[config.mk]
export PLATFORM = sky130hd
export DESIGN_NAME = spi_fifo_master
export DESIGN_NICKNAME = d
export VERILOG_FILES = /design/src/rtl/spi_fifo_master.sv
export SDC_FILE = /design/constraint.sdc
export NUM_CORES = 1
export LEC_CHECK = 0
export ABC_AREA = 1
export BUFFER_PORTS_ARGS = -buffer_cell sky130_fd_sc_hd__buf_2
export CORE_MARGIN = 3
export CORE_UTILIZATION = 35
export DETAILED_ROUTE_END_ITERATION = 8
export REMOVE_ABC_BUFFERS = 1
export SLEW_MARGIN = 0
export SYNTH_ARGS = -nofsm -noshare
export SYNTH_HDL_FRONTEND = slang
export SYNTH_SLANG_ARGS = --single-unit
[constraint.sdc]
create_clock -name clk -period 2.61 [get_ports clk]
set_input_delay 0.522 -clock clk [delete_from_list [all_inputs] [get_ports clk]]
set_output_delay 0.522 -clock clk [all_outputs]
set_load 0.05 [all_outputs]
[src/rtl/spi_fifo_master.sv]
module spi_fifo_master #(
  parameter int W     = 8,
  parameter int DIV   = 4,
  parameter int DEPTH = 16,
  parameter int NSS   = 4
) (
  input  logic            clk,
  input  logic            rst_n,
  input  logic            bus_sel,
  input  logic            bus_wr,
  input  logic [2:0]      bus_addr,
  input  logic [31:0]     bus_wdata,
  output logic [31:0]     bus_rdata,
  output logic            sclk,
  output logic            mosi,
  input  logic            miso,
  output logic [NSS-1:0]  ss_n
);
  localparam int AW  = (DEPTH > 1) ? $clog2(DEPTH) : 1;
  localparam int CW  = $clog2(DEPTH + 1);
  localparam int HW  = $clog2(2 * W);
  localparam int DCW = $clog2(DIV + 1);

  logic [9:0]     ctrl;
  logic [NSS-1:0] sel_reg;
  logic [W-1:0]   tx_mem [DEPTH];
  logic [W-1:0]   rx_mem [DEPTH];
  logic [AW-1:0]  tx_wp, tx_rp, rx_wp, rx_rp;
  logic [CW-1:0]  tx_cnt, rx_cnt;
  logic           busy, sclk_q, mosi_q;
  logic [HW-1:0]  h;
  logic [DCW-1:0] dcnt;
  logic [W-1:0]   txs, rxs, rx_nxt, rx_word;

  wire lpbk = ctrl[0], cpol = ctrl[3], cpha = ctrl[4], manual = ctrl[7], lsb = ctrl[9];
  wire run_ok  = ctrl[1] & ctrl[2] & ~ctrl[8];
  wire wr_ctrl = bus_sel & bus_wr & (bus_addr == 3'd0);
  wire tx_clr  = wr_ctrl & bus_wdata[5];
  wire rx_clr  = wr_ctrl & bus_wdata[6];
  wire tx_full = (tx_cnt == CW'(DEPTH));
  wire rx_full = (rx_cnt == CW'(DEPTH));
  wire tx_empty = (tx_cnt == '0);
  wire rx_empty = (rx_cnt == '0);
  wire tx_push = bus_sel & bus_wr & (bus_addr == 3'd2) & ~tx_full;
  wire rx_pop  = bus_sel & ~bus_wr & (bus_addr == 3'd3) & ~rx_empty;
  wire start   = ~busy & run_ok & ~tx_empty & ~tx_clr;
  wire tick    = busy & (dcnt == DCW'(DIV - 1));
  wire lead    = tick & ~h[0];
  wire trail   = tick & h[0];
  wire last    = tick & (h == HW'(2 * W - 1));
  wire drv     = cpha ? lead : (trail & ~last);
  wire smp     = cpha ? trail : lead;
  wire rx_in   = lpbk ? mosi_q : miso;
  wire rx_push = last & ~rx_full;

  function automatic logic first_bit(input logic [W-1:0] x, input logic l);
    return l ? x[0] : x[W-1];
  endfunction
  function automatic logic [W-1:0] shift_word(input logic [W-1:0] x, input logic l);
    return l ? (x >> 1) : (x << 1);
  endfunction
  function automatic logic [AW-1:0] nxt(input logic [AW-1:0] p);
    return (p == AW'(DEPTH - 1)) ? '0 : p + 1'b1;
  endfunction

  assign rx_nxt  = lsb ? {rx_in, rxs[W-1:1]} : {rxs[W-2:0], rx_in};
  assign rx_word = smp ? rx_nxt : rxs;
  assign sclk    = sclk_q ^ cpol;
  assign mosi    = mosi_q;
  assign ss_n    = (manual | busy) ? sel_reg : '1;

  always_ff @(posedge clk or negedge rst_n)
    if (!rst_n) begin
      ctrl    <= 10'h100;
      sel_reg <= '1;
    end else if (bus_sel && bus_wr) begin
      if (bus_addr == 3'd0) ctrl <= bus_wdata[9:0] & ~10'h060;
      if (bus_addr == 3'd4) sel_reg <= bus_wdata[NSS-1:0];
    end

  always_ff @(posedge clk) begin
    if (tx_push) tx_mem[tx_wp] <= bus_wdata[W-1:0];
    if (rx_push) rx_mem[rx_wp] <= rx_word;
  end

  always_ff @(posedge clk or negedge rst_n)
    if (!rst_n) begin
      tx_wp <= '0; tx_rp <= '0; tx_cnt <= '0;
    end else if (tx_clr) begin
      tx_wp <= '0; tx_rp <= '0; tx_cnt <= '0;
    end else begin
      if (tx_push) tx_wp <= nxt(tx_wp);
      if (start)   tx_rp <= nxt(tx_rp);
      tx_cnt <= tx_cnt + CW'(tx_push) - CW'(start);
    end

  always_ff @(posedge clk or negedge rst_n)
    if (!rst_n) begin
      rx_wp <= '0; rx_rp <= '0; rx_cnt <= '0;
    end else if (rx_clr) begin
      rx_wp <= '0; rx_rp <= '0; rx_cnt <= '0;
    end else begin
      if (rx_push) rx_wp <= nxt(rx_wp);
      if (rx_pop)  rx_rp <= nxt(rx_rp);
      rx_cnt <= rx_cnt + CW'(rx_push) - CW'(rx_pop);
    end

  always_ff @(posedge clk or negedge rst_n)
    if (!rst_n) begin
      busy <= 1'b0; h <= '0; dcnt <= '0; sclk_q <= 1'b0;
      mosi_q <= 1'b0; txs <= '0; rxs <= '0;
    end else if (start) begin
      busy <= 1'b1; h <= '0; dcnt <= '0; sclk_q <= 1'b0;
      if (!cpha) begin
        mosi_q <= first_bit(tx_mem[tx_rp], lsb);
        txs    <= shift_word(tx_mem[tx_rp], lsb);
      end else begin
        txs <= tx_mem[tx_rp];
      end
    end else if (busy) begin
      if (tick) begin
        dcnt   <= '0;
        sclk_q <= ~sclk_q;
        h      <= h + 1'b1;
        if (last) busy <= 1'b0;
      end else begin
        dcnt <= dcnt + 1'b1;
      end
      if (drv) begin
        mosi_q <= first_bit(txs, lsb);
        txs    <= shift_word(txs, lsb);
      end
      if (smp) rxs <= rx_nxt;
    end

  always_ff @(posedge clk or negedge rst_n)
    if (!rst_n) bus_rdata <= '0;
    else if (bus_sel && !bus_wr)
      case (bus_addr)
        3'd0:    bus_rdata <= 32'(ctrl);
        3'd1:    bus_rdata <= 32'({1'b0, tx_full, tx_empty, rx_full, rx_empty});
        3'd3:    bus_rdata <= rx_empty ? '0 : 32'(rx_mem[rx_rp]);
        3'd4:    bus_rdata <= 32'(sel_reg);
        default: bus_rdata <= '0;
      endcase
    else bus_rdata <= '0;
endmodule

==> flow_summary.toml <==
[place]
gp_congestion = 0.840
dp_hpwl_mm = 23.4
place_ws_ps = -69.9
io_buffers = 33

[global_route]
track_usage_pct = 16.1
overflow = 0
first_global_vias = 9827
grt_start_max_net_pins = 81
antenna_found_initial = 1
grt_first_pass_wirelength_mm = 55.5

[clock_tree]
htree_levels = 2
numClockSinks = 330
cts_tree = "built"
cts-root-buf = "clkbuf_16"
path_clk_slew_ps = 60
cts_made_buffers = 36
clk_path_buf_depth = 3
clock_latency_ps = 550

[floorplanning]
die_width_um = 210
num_rows = 74
initial_core_util_pct = 35.6
dieArea_um2 = 44300
io_pins = 78
die_y_um = 210
coreArea_um2 = 41100

[drt]
vias = 10200
drcViolationCount = 0
drt_iter0_markers = 698
wl_mm = 35.5
wire_per_inst_um = 17.1
drtPass1Iterations = 5
viasPerCell = 4.91
drtAntennaViolNets = 0

[cells_and_area]
layout.nets = 1575
syn_to_final_growth_pct = 16.0
fill_cells = 3975
fin_util_pct = 41.3
drive_above_1_share_pct = 14.3
diodes = 0
reg_top3 = "rx_mem: 128 flops, tx_mem: 128 flops, bus_rdata: 10 flops"

[synth]
synthCells = 1401
yosysWarnings = 0
ys_async_sr_fraction_pct = 22.4
synth_most_common_cell = "nand2_1"
synthMuxAreaShare_pct = 0.479
ys.flop_type = "edfxtp_1"
synth-seq-cells = 330
synth_edf_count = 256
yosys.area.top_type_share_pct = 52.5
synth-adder-area-share_pct = 2.33
synth_top_family_by_area = "simple AND/OR/NAND/NOR gates"
synth_area_um2 = 14600
seq_area_frac_synth_pct = 65.2
netlist-cell-type-count = 46
synth_compound_area_share_pct = 6.78
synth_area_leaders = "edfxtp_1 53%, dfrtp_1 12%, nand2_1 10%"
syn_avg_cell_area_um2 = 10.4
synth-simple-area-share_pct = 19.0
synth-xor-area-share_pct = 0.359
yosys.area.top_type = "edfxtp_1"
yosys-top-cells-count = "404 x nand2_1, 256 x edfxtp_1, 134 x nor2_1, 101 x inv_1, 93 x nand3_1"

[min_path]
whs_endpoint = "ctrl[8]$_DFFE_PN1N_"
holdPathStages = 3
hold_path_class = "input port to flip-flop"
hold_start = "bus_wdata[8]"

[worst_setup_path]
critPathArrivalTime_ps = 2000
path_delay_family = "buffers and inverters"
path_depth = 3
path_cells = "buf_4, o21ai_0, buf_2"
crit_path_max_fanout = 7
reg2reg_to = "rx_cnt[4]$_DFF_PN0_"
cp_slowest_cell = "o21ai_0"
r2r_start = "rx_cnt[2]$_DFF_PN0_"
reg2reg_slack_ps = 130
reg2regPathDepth = 18
end_kind = "output pin"
cp.required_ps = 2090
cp_slowest_stage_delay_ps = 500
path_class = "flip-flop to output pin"
start_kind = "flip-flop"
path_buf_inv = 2

[power_and_ir_drop]
leakage_nw = 6.89
power_mw = 17.4
power.density_nw_per_um2 = 1020
ir_worst_vdd_v = 0.000572

[status]
outcome = "finished, final reports clean"

[sta]
hold_viol = 0
drv_slew = 0
tightest_slew_ps = 596
max_freq_ghz = 0.397
slew_headroom_pct = 59.9
setup_viol = 0
layout_setup_ws_ps = 92.9
finalWorstPathRequiredPeriod_ps = 2520
finClkSkew_ps = 27.0
finalCritPeriodShare_pct = 96.4

[job]
maxCapViolations = 0
-- tightest hold or removal path: cells and delay by family --
family | cells | cell delay [ps]
and+or+nand+nor | 2 | 120
buffers and inverters | 1 | 120
-- cells by family (layout without fill, tap and decap cells) --
kind of cell	count (synthesis)	count (layout)
AND/OR/NAND/NOR	673	673
flip-flops	330	330
buffers and inverters	187	301
AO/OA/AOI/OAI	171	171
adder cells (fa/ha/maj)	26	26
multiplexers	7	7
XOR/XNOR	6	6
other	1	22
-- how the worst max path moves through the flow --
stage / from / end / slack [ps]
2_1_floorplan: tx_rp[0]$_DFFE_PN0P_ / txs[6]$_DFFE_PN0P_ / -410
3_3_place_gp: bus_addr[1] / tx_cnt[4]$_DFF_PN0_ / -30
3_5_place_dp: bus_addr[1] / tx_cnt[4]$_DFF_PN0_ / -70
4_1_cts: rx_cnt[2]$_DFF_PN0_ / rx_cnt[4]$_DFF_PN0_ / 2
5_1_grt: rx_cnt[2]$_DFF_PN0_ / rx_cnt[4]$_DFF_PN0_ / -10
6_report: busy$_DFF_PN0_ / ss_n[0] / 90
-- repair_timing --
item,CTS,global route
setup buffers,0,5
resized for setup,0,21
endpoints found under the hold margin,11,0
setup endpoints to repair,0,2
hold buffers,1,0
-- area by class of cell --
| cell class | count | area [um2] | area share, % |
|---|---|---|---|
| Sequential cell | 330 | 9550 | 56.2 |
| Multi-Input combinational cell | 905 | 4380 | 25.8 |
| Clock buffer | 55 | 1010 | 5.97 |
| Timing Repair Buffer | 121 | 881 | 5.19 |
| Tap cell | 532 | 666 | 3.92 |
| Inverter | 115 | 433 | 2.55 |
| Clock inverter | 10 | 61.3 | 0.361 |
-- report_power, final --
part | switching (mW) | internal (mW) | total (mW) | leakage (nW)
Combinational | 3.92 | 1.84 | 5.76 | 3.17
Sequential | 0.375 | 6.52 | 6.90 | 3.21
Clock | 2.04 | 2.69 | 4.73 | 0.515
Total | 6.34 | 11.1 | 17.4 | 6.89
-- per-layer routing --
metal | GRT usage [%] | up-vias | part of all wire [%] | routed length (um)
li1 | - | 4923 | - | -
met1 | 21.7 | 4918 | 45 | 15800
met2 | 26.3 | 256 | 47 | 16800
met3 | 2.78 | 63 | 5.1 | 1830
met4 | 5.82 | 2 | 2.9 | 1050
met5 | 0 | - | 0.037 | 13
-- cell usage in the layout (no fill, tap or decap), types with 22 or more instances in the layout --
cell	instances
buf_4	84
buf_2	32
o21ai_0	60
edfxtp_1	256
nand2_1	401
nor2_1	133
dfrtp_1	68
inv_1	95
conb_1	22
clkbuf_16	37
nand3_1	92
a21oi_1	36
-- through the flow --
stage / setup TNS (ps) / std cells / instance area [um2] / hold WS [ps]
floorplan: -4210 / 1350 / 14300 / 226
detailed placement: -81.4 / 1997 / 15800 / 467
global route: -14.3 / 2068 / 17000 / 242
finish: 0 / 2068 / 17000 / 237
CTS: 0 / 2063 / 16900 / 216
global placement: -29.5 / 1997 / 15800 / 457
No activity file was read; power rests on OpenSTA's default activity.
